===== config.mk =====
export PLATFORM = sky130hd
export DESIGN_NAME = cascade_irq_sequencer
export DESIGN_NICKNAME = d
export VERILOG_FILES = /design/src/rtl/cas_pkg.sv /design/src/rtl/irq_slice.sv /design/src/rtl/cascade_irq_sequencer.sv
export SDC_FILE = /design/constraint.sdc
export NUM_CORES = 1
export LEC_CHECK = 0
export BUFFER_PORTS_ARGS = -buffer_cell sky130_fd_sc_hd__buf_2
export CAP_MARGIN = 20
export CORE_MARGIN = 2
export CORE_UTILIZATION = 45
export CTS_CLUSTER_DIAMETER = 60
export DETAILED_ROUTE_END_ITERATION = 8
export PLACE_DENSITY = 0.68
export SLEW_MARGIN = 20
export SYNTH_ARGS = -nofsm -noshare
export SYNTH_HDL_FRONTEND = slang
export SYNTH_SLANG_ARGS = --single-unit

===== constraint.sdc =====
create_clock -name clk -period 4.5 [get_ports clk]
set_clock_uncertainty 0.15 [all_clocks]
set_input_delay 0.9 -clock clk [delete_from_list [all_inputs] [get_ports clk]]
set_output_delay 0.9 -clock clk [all_outputs]
set_load 0.05 [all_outputs]

===== src/rtl/cas_pkg.sv =====
package cas_pkg;
    localparam int LINES         = 8;
    localparam int IDXW          = $clog2(LINES);
    localparam int VECW          = 8;
    localparam int BASEW         = VECW - IDXW;
    localparam int NUM_IN        = 2 * LINES;
    localparam int CASCADE_LINE  = 2;
    localparam int SPURIOUS_LINE = LINES - 1;
    localparam logic [LINES-1:0] PRI_TRIG_WMASK = 8'hF8;
    localparam logic [LINES-1:0] SEC_TRIG_WMASK = 8'hDE;

    typedef struct packed {
        logic            hit;
        logic [IDXW-1:0] idx;
    } pick_t;

    typedef enum logic [1:0] {OP_NONE, OP_ACK, OP_POLL, OP_EOI} op_e;

    // lowest set index wins
    function automatic pick_t pick_lowest(input logic [LINES-1:0] v);
        pick_t p;
        p.hit = 1'b0;
        p.idx = '0;
        for (int i = LINES - 1; i >= 0; i--) begin
            if (v[i]) begin
                p.hit = 1'b1;
                p.idx = IDXW'(i);
            end
        end
        return p;
    endfunction
endpackage


===== src/rtl/irq_slice.sv =====
module irq_slice
    import cas_pkg::*;
#(
    parameter logic [LINES-1:0] TRIG_WMASK = '1
) (
    input  logic             clk,
    input  logic             rst,
    input  logic [LINES-1:0] line_in,
    input  logic [LINES-1:0] line_mask,
    input  logic [LINES-1:0] ext_set,
    input  logic [LINES-1:0] take_mask,
    input  logic [LINES-1:0] drop_mask,
    input  logic             eoi,
    input  logic             trig_wr,
    input  logic [LINES-1:0] trig_data,
    output pick_t            want
);
    logic [LINES-1:0] req_q, svc_q, prev_q, trig_q;
    logic [LINES-1:0] req_d, svc_d;
    pick_t            top, cur;

    always_comb begin
        top       = pick_lowest(req_q & ~line_mask);
        cur       = pick_lowest(svc_q);
        want.idx  = top.idx;
        want.hit  = top.hit && (!cur.hit || (top.idx < cur.idx));
    end

    always_comb begin
        req_d = req_q;
        for (int i = 0; i < LINES; i++) begin
            if (trig_q[i])
                req_d[i] = line_in[i];
            else if (line_in[i] && !prev_q[i])
                req_d[i] = 1'b1;
        end
        req_d = req_d | ext_set;
        req_d = req_d & ~(take_mask & ~trig_q);
        req_d = req_d & ~drop_mask;

        svc_d = (svc_q | take_mask) & ~drop_mask;
        if (eoi && cur.hit)
            svc_d[cur.idx] = 1'b0;
    end

    always_ff @(posedge clk) begin
        if (rst) begin
            req_q  <= '0;
            svc_q  <= '0;
            prev_q <= '0;
            trig_q <= '0;
        end else begin
            req_q  <= req_d;
            svc_q  <= svc_d;
            prev_q <= line_in;
            if (trig_wr)
                trig_q <= trig_data & TRIG_WMASK;
        end
    end
endmodule


===== src/rtl/cascade_irq_sequencer.sv =====
module cascade_irq_sequencer
    import cas_pkg::*;
(
    input  logic              clk,
    input  logic              rst,
    input  logic [NUM_IN-1:0] irq_in,
    input  logic [NUM_IN-1:0] irq_mask,
    input  logic [BASEW-1:0]  master_base,
    input  logic [BASEW-1:0]  slave_base,
    input  logic              trig_wr,
    input  logic              trig_slave,
    input  logic [LINES-1:0]  trig_data,
    output logic              cpu_int,
    input  logic              ack_req,
    output logic              ack_valid,
    output logic [VECW-1:0]   ack_vector,
    input  logic              poll_req,
    input  logic              poll_slave,
    output logic              poll_valid,
    output logic [VECW-1:0]   poll_data,
    input  logic              eoi_req,
    input  logic              eoi_slave
);
    localparam logic [LINES-1:0] CAS_BIT = LINES'(1) << CASCADE_LINE;
    localparam logic [IDXW-1:0]  SPUR    = IDXW'(SPURIOUS_LINE);

    pick_t            m_want, s_want, sel;
    op_e              op;
    logic [LINES-1:0] m_take, s_take, m_drop, s_drop, m_ext;
    logic             m_eoi, s_eoi;
    logic [VECW-1:0]  vec_d, poll_d;

    assign m_ext = s_want.hit ? CAS_BIT : '0;

    irq_slice #(.TRIG_WMASK(PRI_TRIG_WMASK)) u_pri (
        .clk       (clk),
        .rst       (rst),
        .line_in   (irq_in[LINES-1:0] & ~CAS_BIT),
        .line_mask (irq_mask[LINES-1:0]),
        .ext_set   (m_ext),
        .take_mask (m_take),
        .drop_mask (m_drop),
        .eoi       (m_eoi),
        .trig_wr   (trig_wr && !trig_slave),
        .trig_data (trig_data),
        .want      (m_want)
    );

    irq_slice #(.TRIG_WMASK(SEC_TRIG_WMASK)) u_sec (
        .clk       (clk),
        .rst       (rst),
        .line_in   (irq_in[NUM_IN-1:LINES]),
        .line_mask (irq_mask[NUM_IN-1:LINES]),
        .ext_set   ('0),
        .take_mask (s_take),
        .drop_mask (s_drop),
        .eoi       (s_eoi),
        .trig_wr   (trig_wr && trig_slave),
        .trig_data (trig_data),
        .want      (s_want)
    );

    always_comb begin
        if (ack_req)       op = OP_ACK;
        else if (poll_req) op = OP_POLL;
        else if (eoi_req)  op = OP_EOI;
        else               op = OP_NONE;
    end

    always_comb begin
        m_take = '0;
        s_take = '0;
        m_drop = '0;
        s_drop = '0;
        m_eoi  = 1'b0;
        s_eoi  = 1'b0;
        vec_d  = {master_base, SPUR};
        poll_d = '0;
        sel    = poll_slave ? s_want : m_want;
        case (op)
            OP_ACK: begin
                if (m_want.hit) begin
                    m_take = LINES'(1) << m_want.idx;
                    if (m_want.idx == IDXW'(CASCADE_LINE)) begin
                        if (s_want.hit) begin
                            s_take = LINES'(1) << s_want.idx;
                            vec_d  = {slave_base, s_want.idx};
                        end else begin
                            vec_d  = {slave_base, SPUR};
                        end
                    end else begin
                        vec_d = {master_base, m_want.idx};
                    end
                end
            end
            OP_POLL: begin
                if (sel.hit) begin
                    poll_d = {1'b1, {(VECW-1-IDXW){1'b0}}, sel.idx};
                    if (poll_slave) begin
                        s_drop = LINES'(1) << sel.idx;
                        m_drop = CAS_BIT;
                    end else begin
                        m_drop = LINES'(1) << sel.idx;
                    end
                end
            end
            OP_EOI: begin
                m_eoi = !eoi_slave;
                s_eoi = eoi_slave;
            end
            default: ;
        endcase
    end

    always_ff @(posedge clk) begin
        if (rst) begin
            ack_valid  <= 1'b0;
            ack_vector <= '0;
            poll_valid <= 1'b0;
            poll_data  <= '0;
        end else begin
            ack_valid  <= (op == OP_ACK);
            poll_valid <= (op == OP_POLL);
            if (op == OP_ACK)  ack_vector <= vec_d;
            if (op == OP_POLL) poll_data  <= poll_d;
        end
    end

    assign cpu_int = m_want.hit;
endmodule


==> impl_metrics.csv, run 1 <==
group,metric,value,unit
run_status,status,"completed",
drt,first_pass_iters,5,
drt,wl_per_cell,15.6,µm
clocking,cts_hold_buffers,0,
finish,utilization,53.3,%
clocking,worstSkewPairLatency,0.34,ns
logic_synthesis,synth_area_leaders,"dfxtp_1 (39%), nor2b_1 (6.6%), nor2_1 (5.0%), a21oi_1 (4.5%), nand2_1 (3.6%)",
logic_synthesis,synth_flop_cell,"dfxtp_1",
global_route,grt_pass1_wl,16000,µm
floorplanning,core_region_area,0.00809,mm²
floorplanning,initial_core_util,45.7,%
logic_synthesis,synth-edff-count,0,
logic_synthesis,synth_warnings,0,
finish,fillers,817,
worst_setup_path,cp.arrival,2.88,ns
timing,rsz0062_at_grt,"no",
timing,tns,0,ns
finish,final_area,0.00431,mm²
place,numPortBuffers,71,
clocking,cts.repair.resized,0,
power_and_ir_drop,combPwrFrac,27.5,%
worst_setup_path,path_class,"in2out",
worst_setup_path,cp_cell_sequence,"buf_2 > nor2b_1 > or2_2 > nor3b_1 > ha_1 > nand2_1 > a211oi_1 > nor3_2 > buf_2",
global_route,first_global_vias,3314,
place,dp_hpwl,7450,µm
worst_setup_path,cp_num_buf_inv,2,
drt,antenna_left,0,
hold_path,hp-class,"reg2reg",
logic_synthesis,avgSynthCellArea,8.25,µm²
power_and_ir_drop,ir_drop,0.234,mV
floorplanning,dieArea,0.00897,mm²
logic_synthesis,synth_top_family_by_area,"simple AND/OR/NAND/NOR gates",
drt,drtIter0Drc,203,
clocking,cts_max_level,3,
global_route,track_usage,22.7,%
logic_synthesis,synth_xor_area_share,0,%
clocking,postCtsSetupBuffers,0,
worst_setup_path,slowest_delay,0.48,ns
logic_synthesis,synth_top_cell_by_area,"dfxtp_1",
logic_synthesis,ys_seq_area_share,38.9,%
worst_setup_path,cp.depth,9,
worst_setup_path,critPathMostFrequentCell,"buf_2",
power_and_ir_drop,pwr-share-seq,43.9,%
power_and_ir_drop,switching_share,35.1,%
drt,drt_wl_total,9780,µm
drt,vias,3510,
drt,vias_per_cell,5.59,
power_and_ir_drop,clockPowerShare,28.5,%
power_and_ir_drop,intPower,0.00106,W
place,gp_congestion,0.892,
global_route,antenna_found_initial,0,
worst_setup_path,cp-start-kind,"primary input",
worst_setup_path,path_delay_family,"simple AND/OR/NAND/NOR gates",
timing,hold_viol,0,
global_route,overflow,0,
timing,drv_slew,0,
logic_synthesis,yosys.cell_types.count,65,
worst_setup_path,ff2ff_path_depth,10,
worst_setup_path,critPathMaxFanout,5,
timing,worst_pin_slew,0.938,ns
clocking,clk_path_buf_depth,2,
logic_synthesis,synth_compound_area_share,25.1,%
finish,nNetsFinal,579,
logic_synthesis,ys_async_sr_fraction,0,%
clocking,cts.root.buffer_cell,"clkbuf_8",
logic_synthesis,synth-adder-area-share,0.676,%
power_and_ir_drop,p_switching,0.000570,W
timing,fin_crit_sh,87.3,%
timing,fmax,255,MHz
logic_synthesis,netlist_area,0.00370,mm²
flow_run,max_cap_violations,0,
hold_path,whs_path_depth,2,
clocking,cts_inserted_buffers,9,
floorplanning,die_w,94.7,µm
floorplanning,pin_count,78,
worst_setup_path,ff2ff_setup_slack,1.06,ns
finish,area_delta_synth_final,16.5,%
clocking,tritoncts,"built",
clocking,path_clk_slew,0.07,ns
logic_synthesis,yosys-mux-area-fraction,2.16,%
finish,drive_gt1_share,20.3,%
floorplanning,die_h,94.7,µm
worst_setup_path,cp.required,3.45,ns
logic_synthesis,yosys.area_share.simple,28.1,%
finish,antennaDiodeCount,0,
floorplanning,num_rows,33,
logic_synthesis,ys_ff_latch,72,
power_and_ir_drop,p_leak,1.83,nW
clocking,cts_sinks,72,
timing,relSlewSlack,37.5,%
worst_setup_path,slowest_stage,"nor3b_1",
drt,route.detailed.drc,0,
global_route,grt_max_degree,50,
place,place_area,0.00414,mm²
logic_synthesis,yosys.area.top_type_share,38.9,%
timing,setup_viol,0,
worst_setup_path,endpoint_kind,"output pin",
logic_synthesis,synthCells,449,
timing,period_minus_slack,3.93,ns
power_and_ir_drop,pwr_density_cell,377,mW/mm²
[power groups by stage]
stage	clock network, W	registers (W)	logic, W
final	0.000464	0.000714	0.000448
after global routing	0.000505	0.000720	0.000488
after CTS	0.000473	0.000714	0.000443
after detailed placement	0	0.000728	0.000442
after global placement	0	0.000727	0.000435
after floorplan	0	0.000759	0.000286
[cells by family after synthesis]
group / count (synthesis)
flops: 72
fa+ha+maj: 2
buf+inv: 42
other cells: 1
simple gates: 196
compound gates: 128
mux: 8
[worst register-to-register path: cells and delay by family, from the launching register on]
kind	cells	cell delay, ns
adders and majority gates	1	0.34
and+or+nand+nor	6	1.66
AOI/OAI and AO/OA	3	0.84
DFF	1	0.35
[through the flow]
step / cells / hold WS, ns / setup WS (ns) / total power [W]
2_1_floorplan: 452 / 0.292 / 0.533 / 0.00105
3_3_place_gp: 612 / 0.307 / 0.601 / 0.00116
3_5_place_dp: 612 / 0.313 / 0.555 / 0.00117
4_1_cts: 628 / 0.324 / 0.557 / 0.00163
5_1_grt: 628 / 0.353 / 0.354 / 0.00171
6_report: 628 / 0.321 / 0.571 / 0.00163
[cell type report]
type,count,area (µm²),area share [%]
Tap cell,105,131,3.05
Sequential cell,72,1440,33.4
Clock inverter,5,32.5,0.754
Timing Repair Buffer,77,400,9.29
Inverter,20,75.1,1.74
Clock buffer,11,141,3.28
Multi-Input combinational cell,338,2090,48.5
[state kept, by name, indices dropped and copies added, names as in the netlist]
name          flops
u_pri.svc_q       8
u_pri.prev_q      7
ack_vector        8
poll_data         4
poll_valid        1
u_sec.prev_q      8
u_sec.req_q       8
u_pri.req_q       8
u_pri.trig_q      5
u_sec.svc_q       8
u_sec.trig_q      6
ack_valid         1
[final timing paths]
kind | from | to
setup / recovery | irq_mask[0] | cpu_int
hold / removal | u_sec.trig_q[6] | u_sec.trig_q[6]
setup reg to reg | u_pri.req_q[0] | u_sec.svc_q[4]
hold reg to reg | u_sec.trig_q[6] | u_sec.trig_q[6]
[routing by layer]
layer	up-vias	global-route usage, %	wire, µm
met5	-	0	0
met4	0	7.61	200
met3	21	3.67	591
met2	124	35.0	4210
met1	1615	32.3	4790
li1	1750	-	-
[placed cells by master (no fill, tap or decap), types with 5 or more instances in the layout]
cell type	n
dfxtp_1	72
buf_2	71
nor2_1	49
nor2b_1	39
nand2_1	36
a21oi_1	33
inv_1	20
a211oi_1	15
nand2b_1	14
nand3_1	13
o21ai_0	10
clkbuf_8	10
mux2i_1	8
o31ai_1	7
a21o_1	7
nand3b_1	6
buf_4	6
nor3b_1	5
a31oi_1	5
o211a_1	5
a21boi_0	5
[Yosys cell counts, drive strengths merged, types with 5 or more instances]
library cell	instances
nor3	5
buf	8
o21ai	11
o31ai	7
a21oi	33
nor2b	40
clkbuf	14
o211a	6
a21boi	5
nand2b	14
inv	20
nand3b	6
nand2	37
nand3	13
nor2	49
a31oi	5
nor3b	5
a211oi	15
dfxtp	72
mux2i	8
a21o	7
Power figures use the tool's default switching activity.
==> run 2: changes to the inputs <==
--- a/config.mk
+++ b/config.mk
@@ -8,10 +8,11 @@
 export BUFFER_PORTS_ARGS = -buffer_cell sky130_fd_sc_hd__buf_2
 export CAP_MARGIN = 20
 export CORE_MARGIN = 2
-export CORE_UTILIZATION = 45
+export CORE_UTILIZATION = 55
 export CTS_CLUSTER_DIAMETER = 60
+export CTS_CLUSTER_SIZE = 8
 export DETAILED_ROUTE_END_ITERATION = 8
-export PLACE_DENSITY = 0.68
+export PLACE_DENSITY = 0.8
 export SLEW_MARGIN = 20
 export SYNTH_ARGS = -nofsm -noshare
 export SYNTH_HDL_FRONTEND = slang
==> run 2 against run 1 <==
Count of clock-buffer cells in the layout is 1 lower. Worst hold slack gained 0.0027 ns. Sequential cell count is the same. Critical path depth rose by 1. Core utilization increased by 14 points. First-iteration DRC count rose by 61%. Cell area decreased by 0.32%. Global-route usage is 4.6 points higher. Via count is 1.4% higher. Clock power rose by 4.7%. Largest cell class unchanged.
==> impl_metrics.csv, run 2 (same netlist as run 1, synthesis figures left out) <==
group,metric,value,unit
global_route,overflow,0,
place,dp_slack,0.556,ns
worst_setup_path,worstReg2RegStart,"u_pri.req_q[0]",
hold_path,hold_start,"u_sec.trig_q[6]",
clocking,cts.repair.resized,0,
timing,fin_crit_sh,87.9,%
worst_setup_path,endpoint_kind,"output pin",
power_and_ir_drop,p_leak,1.83,nW
hold_path,whs_path_depth,2,
timing,hold_viol,0,
drt,wl_per_cell,16.0,µm
floorplanning,die_w,86.0,µm
global_route,first_global_vias,3322,
drt,first_pass_iters,7,
floorplanning,pin_count,78,
worst_setup_path,cp.arrival,2.91,ns
clocking,clk_path_buf_depth,2,
place,gp_congestion,0.939,
finish,nNetsFinal,580,
floorplanning,initial_core_util,57.6,%
timing,hold_slack,0.323,ns
global_route,antenna_found_initial,0,
hold_path,hold_end,"u_sec.trig_q[6]",
clocking,cts_inserted_buffers,9,
finish,mostFrequentLayoutCells,"dfxtp_1 (72), buf_2 (71), nor2_1 (49), nor2b_1 (39), nand2_1 (36)",
finish,antennaDiodeCount,0,
timing,period_minus_slack,3.96,ns
global_route,grt_max_degree,47,
floorplanning,dieArea,0.00740,mm²
timing,relSlewSlack,44.6,%
clocking,postCtsSetupBuffers,0,
drt,vias_per_cell,5.92,
drt,vias,3560,
worst_setup_path,ff2ff_path_depth,10,
worst_setup_path,ff2ff_setup_slack,1.06,ns
place,numPortBuffers,71,
run_status,status,"completed",
worst_setup_path,path_class,"in2out",
finish,area_delta_synth_final,16.1,%
timing,finalWorstSetupSlack,0.543,ns
timing,tns,0,ns
drt,drtIter0Drc,327,
drt,antenna_left,0,
clocking,cts.root.buffer_cell,"clkbuf_8",
finish,final_common_cell,"dfxtp_1",
worst_setup_path,critPathMaxFanout,5,
global_route,track_usage,27.4,%
clocking,worstSkewPairLatency,0.36,ns
global_route,grt_pass1_wl,16000,µm
timing,setup_viol,0,
drt,route.detailed.drc,0,
worst_setup_path,cp-start-kind,"primary input",
power_and_ir_drop,pwr_density_cell,384,mW/mm²
clocking,cts_sinks,72,
timing,rsz0062_at_grt,"no",
power_and_ir_drop,ir_drop,0.269,mV
finish,fillers,577,
worst_setup_path,cp.required,3.45,ns
finish,drive_gt1_share,20.6,%
drt,drt_wl_total,9590,µm
floorplanning,die_h,86.0,µm
hold_path,hp-class,"reg2reg",
finish,utilization,66.9,%
clocking,path_clk_slew,0.09,ns
flow_run,max_cap_violations,0,
timing,drv_slew,0,
timing,worst_pin_slew,0.832,ns
floorplanning,core_region_area,0.00642,mm²
place,dp_hpwl,7250,µm
clocking,tritoncts,"built",
floorplanning,num_rows,29,
clocking,cts_max_level,3,
worst_setup_path,timing.rr.end,"u_sec.svc_q[4]",
clocking,cts_hold_buffers,0,
timing,fmax,253,MHz
[run 2: cell count changes in the layout (fill, tap and decap cells not counted)]
cell	change
buf_4	+1
inv_6	+3
clkbuf_1	-1
clkinvlp_4	+2
clkinv_2	-3
clkinv_4	-1
[run 2: layer usage]
metal | share of wire, % | vias to the layer above | global-route usage (%)
met5 | 0 | - | 0
met4 | 1.5 | 0 | 10.2
met3 | 7.8 | 13 | 7.99
met2 | 44 | 149 | 41.6
met1 | 46 | 1653 | 36.7
li1 | - | 1745 | -
[run 2: how the worst max path moves through the flow]
stage | start | to | cells past startpoint
6_report | irq_mask[4] | cpu_int | 10
5_1_grt | irq_mask[4] | cpu_int | 10
4_1_cts | irq_mask[4] | cpu_int | 10
3_5_place_dp | irq_mask[4] | u_sec.svc_q[4] | 12
3_3_place_gp | irq_mask[4] | u_sec.svc_q[4] | 12
2_1_floorplan | irq_mask[0] | cpu_int | 7
[run 2: area by class of cell]
class,instances,area [µm²],share of cell area (%)
Clock inverter,6,50.0,1.16
Tap cell,77,96.3,2.24
Inverter,20,75.1,1.75
Timing Repair Buffer,78,408,9.49
Multi-Input combinational cell,338,2090,48.6
Clock buffer,10,138,3.20
Sequential cell,72,1440,33.5
[run 2: per-stage QoR]
step	cells	power (W)	instance area (µm²)
2_1_floorplan	452	0.00105	3710
3_3_place_gp	585	0.00116	4110
3_5_place_dp	585	0.00117	4110
4_1_cts	601	0.00165	4300
5_1_grt	601	0.00174	4300
6_report	601	0.00165	4300
[run 2: worst max-delay path, stage by stage]
cell	delay [ns]
buf_2	0.09
nor2b_1	0.18
nor2_1	0.07
nand3_1	0.11
nor3b_1	0.48
ha_1	0.34
nand2_1	0.12
a211oi_1	0.07
nor3_2	0.25
buf_2	0.30
[run 2: where the power goes]
| part | total, W | internal (W) | switching, W |
|---|---|---|---|
| logic | 0.000452 | 0.000160 | 0.000292 |
| clock network | 0.000486 | 0.000222 | 0.000265 |
| registers | 0.000714 | 0.000682 | 0.0000316 |
| total | 0.00165 | 0.00106 | 0.000588 |
==> run 3: changes to the inputs <==
--- a/config.mk
+++ b/config.mk
@@ -7,6 +7,7 @@
 export LEC_CHECK = 0
 export BUFFER_PORTS_ARGS = -buffer_cell sky130_fd_sc_hd__buf_2
 export CAP_MARGIN = 20
+export CORE_ASPECT_RATIO = 0.6
 export CORE_MARGIN = 2
 export CORE_UTILIZATION = 55
 export CTS_CLUSTER_DIAMETER = 60
==> run 3 against run 2 <==
First-iteration DRC count shrank 26%. Combinational power is essentially flat. Core utilization shrank 1.2 points. Clock power grew 13%. Register-to-register slack is essentially flat. Largest power group unchanged.
==> impl_metrics.csv, run 3 (same netlist as run 1, synthesis figures left out) <==
group,metric,value,unit
finish,drive_gt1_share,20.1,%
floorplanning,die_w,110,µm
place,gp_congestion,0.970,
global_route,use_met3,10.0,%
flow_run,max_cap_violations,0,
worst_setup_path,slowest_stage,"nor3b_1",
worst_setup_path,cp-start-kind,"primary input",
worst_setup_path,slowest_delay,0.44,ns
clocking,cts.root.buffer_cell,"clkbuf_8",
finish,antennaDiodeCount,0,
global_route,first_global_vias,3206,
drt,vias_per_cell,5.80,
clocking,worstSkewPairLatency,0.35,ns
clocking,cts_sinks,72,
run_status,status,"completed",
finish,nNetsFinal,580,
timing,fin_crit_sh,86.3,%
place,numPortBuffers,71,
finish,utilization,65.7,%
power_and_ir_drop,p_leak,1.84,nW
clocking,cts_hold_buffers,0,
drt,antenna_left,0,
clocking,path_clk_slew,0.07,ns
hold_path,hp-class,"reg2reg",
timing,setup_viol,0,
worst_setup_path,cp_cell_sequence,"buf_2 > nor2b_1 > nor2_1 > nand3_1 > nor3b_1 > ha_1 > nand2_1 > a211oi_1 > nor3_2 > buf_2",
worst_setup_path,cp.required,3.45,ns
finish,mostFrequentLayoutCells,"dfxtp_1 (72), buf_2 (71), nor2_1 (49), nor2b_1 (39), nand2_1 (36)",
drt,drt_wl_total,9700,µm
drt,wl_per_cell,15.9,µm
timing,period_minus_slack,3.88,ns
timing,fmax,258,MHz
clocking,cts_max_level,3,
global_route,grt_pass1_wl,15600,µm
clocking,cts.repair.resized,0,
drt,vias,3532,
power_and_ir_drop,pwr_density_cell,396,mW/mm²
worst_setup_path,cp.arrival,2.83,ns
floorplanning,pin_count,78,
place,dpl.cell_count,595,
worst_setup_path,endpoint_kind,"output pin",
drt,route.detailed.drc,0,
global_route,overflow,0,
timing,tns,0,ns
global_route,grt_max_degree,49,
clocking,cts_inserted_buffers,9,
floorplanning,die_h,67.6,µm
finish,final_common_cell,"dfxtp_1",
timing,rsz0062_at_grt,"no",
finish,area_delta_synth_final,17.0,%
worst_setup_path,path_class,"in2out",
clocking,postCtsSetupBuffers,0,
floorplanning,initial_core_util,56.2,%
floorplanning,dieArea,0.00743,mm²
floorplanning,num_rows,23,
timing,relSlewSlack,43.2,%
global_route,use_met2,40.9,%
clocking,tritoncts,"built",
global_route,track_usage,27.9,%
timing,drv_slew,0,
finish,instances_no_fill,609,
worst_setup_path,critPathMostFrequentCell,"buf_2",
power_and_ir_drop,ir_drop,0.227,mV
global_route,grt_use_met1,38.4,%
clocking,clk_path_buf_depth,2,
global_route,antenna_found_initial,0,
place,dp_hpwl,7450,µm
drt,first_pass_iters,5,
drt,drtIter0Drc,242,
timing,hold_viol,0,
worst_setup_path,critPathMaxFanout,5,
timing,worst_pin_slew,0.852,ns
global_route,grt_busiest_layer,"met2",
floorplanning,core_region_area,0.00659,mm²
## run 3: cell types whose count changed in the layout (fill, tap and decap cells not counted), sizes merged
cell and change:
clkinvlp -1, inv -3, bufinv +2, clkinv -1
clkbuf +1
## run 3: metrics by stage
step / hold WS (ns) / total power, W / area, µm² / setup slack [ns]
after floorplan: 0.292 / 0.00105 / 3710 / 0.533
after global placement: 0.308 / 0.00116 / 4120 / 0.609
after detailed placement: 0.330 / 0.00117 / 4120 / 0.551
after CTS: 0.340 / 0.00172 / 4330 / 0.621
after global routing: 0.357 / 0.00180 / 4330 / 0.403
final: 0.339 / 0.00172 / 4330 / 0.617
## run 3: critical path: cells and delay by family
family / cells / cell delay, ns
AND/OR/NAND/NOR: 6 / 1.15
buffers and inverters: 2 / 0.38
adder cells (fa/ha/maj): 1 / 0.33
AO/OA/AOI/OAI: 1 / 0.06
## run 3: layout make-up
cell class | instances | area, µm²
clock buffer | 11 | 141
clock inverter | 3 | 67.6
fill | 573 | 2260
inverter | 20 | 75.1
multi-input combinational | 338 | 2090
sequential | 72 | 1440
tap | 87 | 109
timing repair buffer | 78 | 408
## run 3: layer usage
layer / routed length (µm) / vias up
met3: 1010 / 15
li1: - / 1743
met4: 135 / 0
met1: 4690 / 1605
met5: 0 / -
met2: 3870 / 169
## run 3: report_power, final
group | leakage, nW | internal [W] | switching, W
sequential | 0.593 | 0.000683 | 0.0000313
combinational | 1.14 | 0.000160 | 0.000292
clock | 0.101 | 0.000321 | 0.000229
total | 1.84 | 0.00116 | 0.000552
## run 3: path summary, 6_finish.rpt
kind | end | depth (start not counted) | from | slack (ns)
max | cpu_int | 10 | irq_mask[4] | 0.62
min | u_sec.trig_q[2] | 2 | u_sec.trig_q[2] | 0.34
max reg2reg | u_sec.svc_q[4] | 10 | u_pri.req_q[0] | 1.07
min reg2reg | u_sec.trig_q[2] | 2 | u_sec.trig_q[2] | 0.34
